$ cat src/rtl/igd_pkg.sv
package igd_pkg;

   localparam int CODE_W = 2;

   typedef enum logic [CODE_W-1:0] {
      TAMPER_NONE = 2'b00,
      TAMPER_DATA = 2'b01,
      TAMPER_KEY  = 2'b10,
      TAMPER_BOTH = 2'b11
   } tamper_e;

   function automatic tamper_e tamper_code(input logic data_bad, input logic key_bad);
      tamper_e c;
      case ({key_bad, data_bad})
         2'b00:   c = TAMPER_NONE;
         2'b01:   c = TAMPER_DATA;
         2'b10:   c = TAMPER_KEY;
         default: c = TAMPER_BOTH;
      endcase
      return c;
   endfunction

endpackage

$ cat src/rtl/field_compare.sv
module field_compare #(
   parameter int W     = 128,
   parameter int SEG_W = 32,
   parameter bit TREE  = 1'b1
) (
   input  logic         clk,
   input  logic         rst,
   input  logic [W-1:0] main_v,
   input  logic [W-1:0] par_v,
   output logic         differ
);

   localparam int NSEG = W / SEG_W;

   generate
      if (W < 1 || SEG_W < 1 || (W % SEG_W) != 0) begin : g_bad_cfg
         $error("field_compare: W must be a positive multiple of SEG_W");
      end

      if (TREE) begin : g_tree
         logic [NSEG-1:0] seg_diff;
         for (genvar s = 0; s < NSEG; s++) begin : g_seg
            assign seg_diff[s] = |(main_v[s*SEG_W +: SEG_W] ^ par_v[s*SEG_W +: SEG_W]);
         end
         assign differ = |seg_diff;
      end else begin : g_flat
         assign differ = (main_v != par_v);
      end
   endgenerate


   cmp_detect_chk: assert property (@(posedge clk) disable iff (rst)
      differ == (main_v !== par_v));

endmodule

$ cat src/rtl/field_steer.sv
module field_steer #(
   parameter int W = 128
) (
   input  logic [W-1:0] main_v,
   input  logic [W-1:0] par_v,
   input  logic         use_par,
   output logic [W-1:0] sel_v
);

   generate
      if (W < 1) begin : g_bad_cfg
         $error("field_steer: W must be positive");
      end
   endgenerate

   always_comb begin
      sel_v = use_par ? par_v : main_v;
   end

endmodule

$ cat src/rtl/tamper_report.sv
module tamper_report
   import igd_pkg::*;
(
   input  logic              clk,
   input  logic              rst,
   input  logic              accept,
   input  logic              data_bad,
   input  logic              key_bad,
   input  logic              alarm_clr,
   output logic [CODE_W-1:0] status,
   output logic              alarm
);

   tamper_e code_q;
   logic    event_now;

   assign event_now = accept && (data_bad || key_bad);

   always_ff @(posedge clk) begin
      if (rst) begin
         code_q <= TAMPER_NONE;
         alarm  <= 1'b0;
      end else begin
         if (accept) begin
            code_q <= tamper_code(data_bad, key_bad);
         end
         if (event_now) begin
            alarm <= 1'b1;
         end else if (alarm_clr) begin
            alarm <= 1'b0;
         end
      end
   end

   assign status = code_q;


   code_bits_chk: assert property (@(posedge clk) disable iff (rst)
      accept |=> (status[0] == $past(data_bad)) && (status[1] == $past(key_bad)));


   alarm_set_chk: assert property (@(posedge clk) disable iff (rst)
      event_now |=> alarm && (status != 2'b00));


   alarm_clr_chk: assert property (@(posedge clk) disable iff (rst)
      (alarm_clr && !event_now) |=> !alarm);

endmodule

$ cat src/rtl/input_integrity_guard.sv
module input_integrity_guard
   import igd_pkg::*;
#(
   parameter int DATA_W  = 128,
   parameter int KEY_W   = 128,
   parameter int SEG_W   = 32,
   parameter bit CMP_TREE = 1'b1
) (
   input  logic              clk,
   input  logic              rst,
   input  logic              in_vld,
   input  logic [DATA_W-1:0] main_data,
   input  logic [DATA_W-1:0] par_data,
   input  logic [KEY_W-1:0]  main_key,
   input  logic [KEY_W-1:0]  par_key,
   input  logic              alarm_clr,
   output logic              out_vld,
   output logic [DATA_W-1:0] out_data,
   output logic [KEY_W-1:0]  out_key,
   output logic [CODE_W-1:0] status,
   output logic              alarm
);

   logic              data_bad, key_bad;
   logic [DATA_W-1:0] data_sel;
   logic [KEY_W-1:0]  key_sel;

   field_compare #(.W(DATA_W), .SEG_W(SEG_W), .TREE(CMP_TREE)) u_cmp_data (
      .clk(clk), .rst(rst), .main_v(main_data), .par_v(par_data), .differ(data_bad));

   field_compare #(.W(KEY_W), .SEG_W(SEG_W), .TREE(CMP_TREE)) u_cmp_key (
      .clk(clk), .rst(rst), .main_v(main_key), .par_v(par_key), .differ(key_bad));

   field_steer #(.W(DATA_W)) u_steer_data (
      .main_v(main_data), .par_v(par_data), .use_par(data_bad), .sel_v(data_sel));

   field_steer #(.W(KEY_W)) u_steer_key (
      .main_v(main_key), .par_v(par_key), .use_par(key_bad), .sel_v(key_sel));

   tamper_report u_report (
      .clk(clk), .rst(rst), .accept(in_vld), .data_bad(data_bad), .key_bad(key_bad),
      .alarm_clr(alarm_clr), .status(status), .alarm(alarm));

   always_ff @(posedge clk) begin
      if (rst) begin
         out_vld  <= 1'b0;
         out_data <= '0;
         out_key  <= '0;
      end else begin
         out_vld <= in_vld;
         if (in_vld) begin
            out_data <= data_sel;
            out_key  <= key_sel;
         end
      end
   end


   vld_follow_chk: assert property (@(posedge clk) disable iff (rst)
      in_vld |=> out_vld);


   vld_quiet_chk: assert property (@(posedge clk) disable iff (rst)
      !in_vld |=> !out_vld);


   data_par_chk: assert property (@(posedge clk) disable iff (rst)
      in_vld |=> out_data == $past(par_data));


   key_par_chk: assert property (@(posedge clk) disable iff (rst)
      in_vld |=> out_key == $past(par_key));


   idle_hold_chk: assert property (@(posedge clk) disable iff (rst)
      !in_vld |=> $stable(out_data) && $stable(out_key) && $stable(status));

endmodule

$ cat config.mk
export PLATFORM = sky130hd
export DESIGN_NAME = input_integrity_guard
export DESIGN_NICKNAME = d
export VERILOG_FILES = /design/src/rtl/igd_pkg.sv /design/src/rtl/field_compare.sv /design/src/rtl/field_steer.sv /design/src/rtl/tamper_report.sv /design/src/rtl/input_integrity_guard.sv
export SDC_FILE = /design/constraint.sdc
export NUM_CORES = 1
export LEC_CHECK = 0
export BUFFER_PORTS_ARGS = -buffer_cell sky130_fd_sc_hd__buf_2
export CORE_AREA = 2 2 303 305
export CTS_CLUSTER_DIAMETER = 120
export DETAILED_ROUTE_END_ITERATION = 10
export DIE_AREA = 0 0 305 307
export SYNTH_ARGS = -nofsm -noshare
export SYNTH_HDL_FRONTEND = slang
export SYNTH_HIERARCHICAL = 1
export SYNTH_SLANG_ARGS = --single-unit
$ cat constraint.sdc
create_clock -name clk -period 4 [get_ports clk]
set_input_delay 0.2 -clock clk [delete_from_list [all_inputs] [get_ports clk]]
set_output_delay 0.2 -clock clk [all_outputs]
set_load 0.02 [all_outputs]
### Word level (Yosys, flattened, before mapping)

Index checks and enable logic that the tools add are counted.
W data, S select, Z words.

* bits in registers: 260
* input port bits: 516
* output and inout bits: 260
* logic and storage cells: 26

* equality and inequality tests: 2
* multiplexer cells: 5
* bitwise logic cells: 8
* reductions and logical operators: 6

Operators with widths (number)
* $mux W128: 2
* $reduce_or A128 Y1: 2
* $xor A32 B32 Y32: 8
* $pmux W2 S3: 1
* $eq A2 B1 Y1 const B: 1
* $eq A2 B2 Y1 const B: 1
* $logic_not A2 Y1: 1
* $mux W1: 2
* $reduce_bool A2 Y1: 1
* $logic_and A1 B1 Y1: 1
* $logic_or A1 B1 Y1: 1

### Depth between registers and ports, before layout

* depth after elaboration: 5
* gate-level depth with buffers: 10
* gate-level depth less buffers: 8

### Cells and area by module

The synthesis kept the hierarchy.

Modules (own cells, without submodules)
* input_integrity_guard: times used 1, cells an instance 828, area an instance 9223.8 sq um, sequential area each 5144.9 sq um
* field_steer: times used 2, cells an instance 142, area an instance 1619.1 sq um, sequential area each 0.0 sq um
* field_compare: times used 2, cells an instance 171, area an instance 1387.6 sq um, sequential area each 0.0 sq um
* tamper_report: times used 1, cells an instance 10, area an instance 103.8 sq um, sequential area each 60.1 sq um

### Worst setup path before layout

OpenSTA, ideal clock, no wires.

* path kind: input-to-reg
* start point: in par_data[3]
* end point: reg out_data[100]
* library setup time: 128 ps
* arrival: 1859 ps
* data required time: 3872 ps
* slack: 2014 ps
* stages on the path: 10
* buffers on the path: 2
* path through: xor2_1 > nor4_1 > nand4_1 > nor4_1 > nand2_1 > buf_6 > clkbuf_8 > mux2_2 > mux2i_1 > nor2_1

* longest elaborated chain between the ends: 3

RTL lines
* from (decl): line input_integrity_guard.sv:13 `input logic [DATA_W-1:0] par_data,`
* $xor A32 B32 Y32: line field_compare.sv:23 `assign seg_diff[s] = |(main_v[s*SEG_W +: SEG_W] ^ par_v[s*SEG_W +: SEG_W]);`
* $reduce_or A128 Y1: line field_compare.sv:25 `assign differ = |seg_diff;`
* via data_bad: line input_integrity_guard.sv:24 `logic data_bad, key_bad;`
* $mux W128: line field_steer.sv:17 `sel_v = use_par ? par_v : main_v;`
* via data_sel[100]: line input_integrity_guard.sv:25 `logic [DATA_W-1:0] data_sel;`
* to (signal assigned): line input_integrity_guard.sv:52 `out_data <= data_sel;`
* to (decl): line input_integrity_guard.sv:18 `output logic [DATA_W-1:0] out_data,`

The timed path passes the listed nets, and every way through them passes these cells.
A chain may end at the register's enable or synchronous reset.

### Final worst setup path

* start point: in main_key[26]
* end point: reg out_key[108]

* longest elaborated chain between the ends: 3

RTL lines
* from (decl): line input_integrity_guard.sv:14 `input logic [KEY_W-1:0] main_key,`
* $xor A32 B32 Y32: line field_compare.sv:23
* $reduce_or A128 Y1: line field_compare.sv:25
* via key_bad: line input_integrity_guard.sv:24
* $mux W128: line field_steer.sv:17
* via key_sel[108]: line input_integrity_guard.sv:26 `logic [KEY_W-1:0] key_sel;`
* to (signal assigned): line input_integrity_guard.sv:53 `out_key <= key_sel;`
* to (decl): line input_integrity_guard.sv:19 `output logic [KEY_W-1:0] out_key,`

The timed path passes the listed nets, and every way through them passes these cells.

==> results.md <==
- Critical Path Source Type: input pin
- Net Switching: 2.35 mW
- Max Slew Vio Count: 0
- GR met2 Demand/Resource: 31.7%
- Main synth FF type: dfxtp_1
- Seq/Total Area, Yosys: 33.9%
- Total grt overflow: 0
- Final worst setup slack: 0.221 ns
- Crit. End Element: flop
- Peak Freq: about 260 MHz
- Cell internal pwr: roughly 5.3 mW
- GR Util met1: 19.4%
- RePlAce Congestion: 0.885
- # IOs: 776
- Synth async-reset ratio: 0%
- Post-DP HPWL: roughly 70,000 µm
- Unrepaired setup endpoints after global routing: no
- Top cell type's share of synthesized area: 33.9%
- Die W: 305 µm
- Max VDD drop: 0.302 mV
- Fin crit share: 94.5%
- Crit-path max cell delay: between 0.7 and 0.8 ns
- Commonest non-fill, non-tap cell in the layout: buf_2
- Core area: 90,700 µm²
- Worst-case clock buffer depth: 3
- Worst-Margin Slew: roughly 1.1 ns
- Synthesized area: 15,300 µm²
- Req. time, crit path: 4.47 ns
- Crit path from: main_key[26]
- RR Startpoint: out_key[22]
- Post-layout min period: 3.78 ns
- Final setup viols: 0
- Setup Fix Bufs, Post-CTS: 0
- Vias: between 15,000 and 20,000
- CP max stage cell: nor4_1
- Crit-path max FO: 49
- Part of the power in the clock network: 36.4%
- First-pass GRT wire length: ~120,000 µm
- Ordered cell list for the critical path: dlygate4sd3_1 > buf_2 > xor2_1 > nor4_1 > nand4_1 > nor4_2 > nand2_4 > buf_12 > mux2_2 > dlygate4sd3_1 > mux2i_1 > nor2_1
- Layer with the highest usage: met2
- Max-cap violation count: 0
- DR WL/cell: roughly 22 µm
- Setup_tns: 0 ns
- Post-Synthesis Cells: 1,464
- Clk_skew: 0 ns
- Die Height: 307 µm
- Area leader, netlist: dfxtp_1
- P&R area growth vs syn: 69.7%
- Nets: around 3,200
- DRT Wirelength: 86,800 µm
- Fin. Hold Viols: 0
- Most frequent cells in the layout: buf_2 (773), dlygate4sd3_1 (475), dfxtp_1 (260)
- Clk pin slew, worst setup/hold paths: ~0.060 ns
- TritonCTS Buffers: 31
- Reg power frac: 37.1%
- Fraction of layout cells with a size suffix above 1: between 40% and 50%
- Most area-consuming cells after synthesis: dfxtp_1 (34%), mux2_2 (19%), mux2i_1 (17%)
- Row count: 111
- Initial antenna violation count: 65
- #FFs+latches synth: between 200 and 300
- CTS tree: done
- Port bufs: 775
- Latest clock arrival within the worst-skew pair: 0.59 ns
- Syn Nets: 1,980
- Synth warn: 6
- Post-route ant nets: 0
- Clk sink count: 260
- Hold/Removal Path Class: input pin to flop
- Max_slew headroom: 29.8%
- Critical path arrival: between 4 and 5 ns
- Clock root buffer: clkbuf_16
- Via density per instance: 4.17
- Status: complete, no violations
- GRT met3 Usage: 4.29%
- DR iter-0 viols: roughly 820
- Net Sw Frac: 30.8%
- Worst path most repeated cell: dlygate4sd3_1
- PD cells: 293 nW/µm²
- Place WS: a little over 0.3 ns
- Pre-antenna DRT Iters: 5
- Die area: 93,600 µm²
- Yosys cell types: 20
- DRC viols: 0
- Post-synth EDFFs: 0
- Vias in the first global route: 16,628
- Comb power frac: 26.6%
- Crit Path Category: input pin to flop
- Starting Density: 16.9%
- Hold_sp: par_key[91]
- Post-Syn Area per Cell: 10.5 µm²
- Tot GR Track Use: 17.6%
- H-tree Lvls: 1
- Largest net degree at the start of global routing: 101
- Leakage power: 12.5 nW
## power groups by stage
stage | combinational, mW | clock [mW] | sequential, mW
2_1_floorplan | 0.644 | 0 | 3.07
3_3_place_gp | 1.62 | 0 | 2.88
3_5_place_dp | 1.63 | 0 | 2.88
4_1_cts | 2.01 | 2.85 | 2.83
5_1_grt | 2.15 | 2.94 | 2.84
6_report | 2.03 | 2.78 | 2.83
## Yosys cell counts, drive strengths merged (2+ instances only)
cell and count:
dfxtp 260, mux2i 258, nor2 258, mux2 256, xor2 256, nor4 68, buf 58, clkbuf 28
nand4 16, nand2 2
## flip-flops by register name, indices dropped and copies added (netlist names)
register         flops
out_data           128
out_key            128
u_report/status      2
out_vld              1
u_report/alarm       1
## cell families (layout without fill, tap and decap cells)
kind of cell / after synthesis / count (layout) / share of synthesized area [%]
xor gates and xnor gates: 256 / 256 / 14.6
AOI/OAI and AO/OA: 2 / 2 / 0.0652
other: 0 / 11 / 0
and+or+nand+nor: 346 / 346 / 9.87
buffers and inverters: 86 / 1345 / 5.90
muxes: 514 / 514 / 35.6
DFF: 260 / 260 / 33.9
## worst max-delay path: cells and delay by family
kind          cells  cell delay (ns)
mux               2             0.46
simple gates      5             1.82
buf+inv           4             1.54
xor+xnor          1             0.14
## final cells by class
class / instances / area [µm²]
Multi-Input combinational cell: 1118 / 9290
Fill cell: 9487 / 64700
Antenna cell: 11 / 27.5
Sequential cell: 260 / 5200
Clock inverter: 10 / 82.6
Timing Repair Buffer: 1291 / 9070
Tap cell: 1186 / 1480
Clock buffer: 44 / 865
## final timing paths
check	endpoint	slack, ns	cells past startpoint
setup / recovery	out_key[108]	0.22	12
hold / removal	out_key[91]	0.05	4
setup reg to reg	out_key[22]	2.85	3
hold reg to reg	out_data[46]	0.49	2
## repair_timing
action,in CTS,in global routing
endpoints found under the setup margin,0,106
hold buffers,475,0
resized for setup,0,2
endpoints found under the hold margin,252,0
## metrics by stage
stage	cells	instance area [µm²]	total power, mW	hold slack (ns)	utilization, %
finish	3920	26000	7.63	0.0470	28.7
global route	3920	26000	7.94	0.0217	28.7
CTS	3909	26000	7.69	0.00257	28.7
detailed placement	3380	20300	4.51	0.473	22.4
global placement	3380	20300	4.49	0.461	22.4
floorplan	1464	15300	3.71	0.269	-
## layer usage
metal | routed length, µm | part of all wire (%)
met1 | 33200 | 38
met2 | 43100 | 50
met3 | 5740 | 6.6
met4 | 4710 | 5.4
met5 | 142 | 0.16
Note: power is estimated with default switching activity, not from simulation.
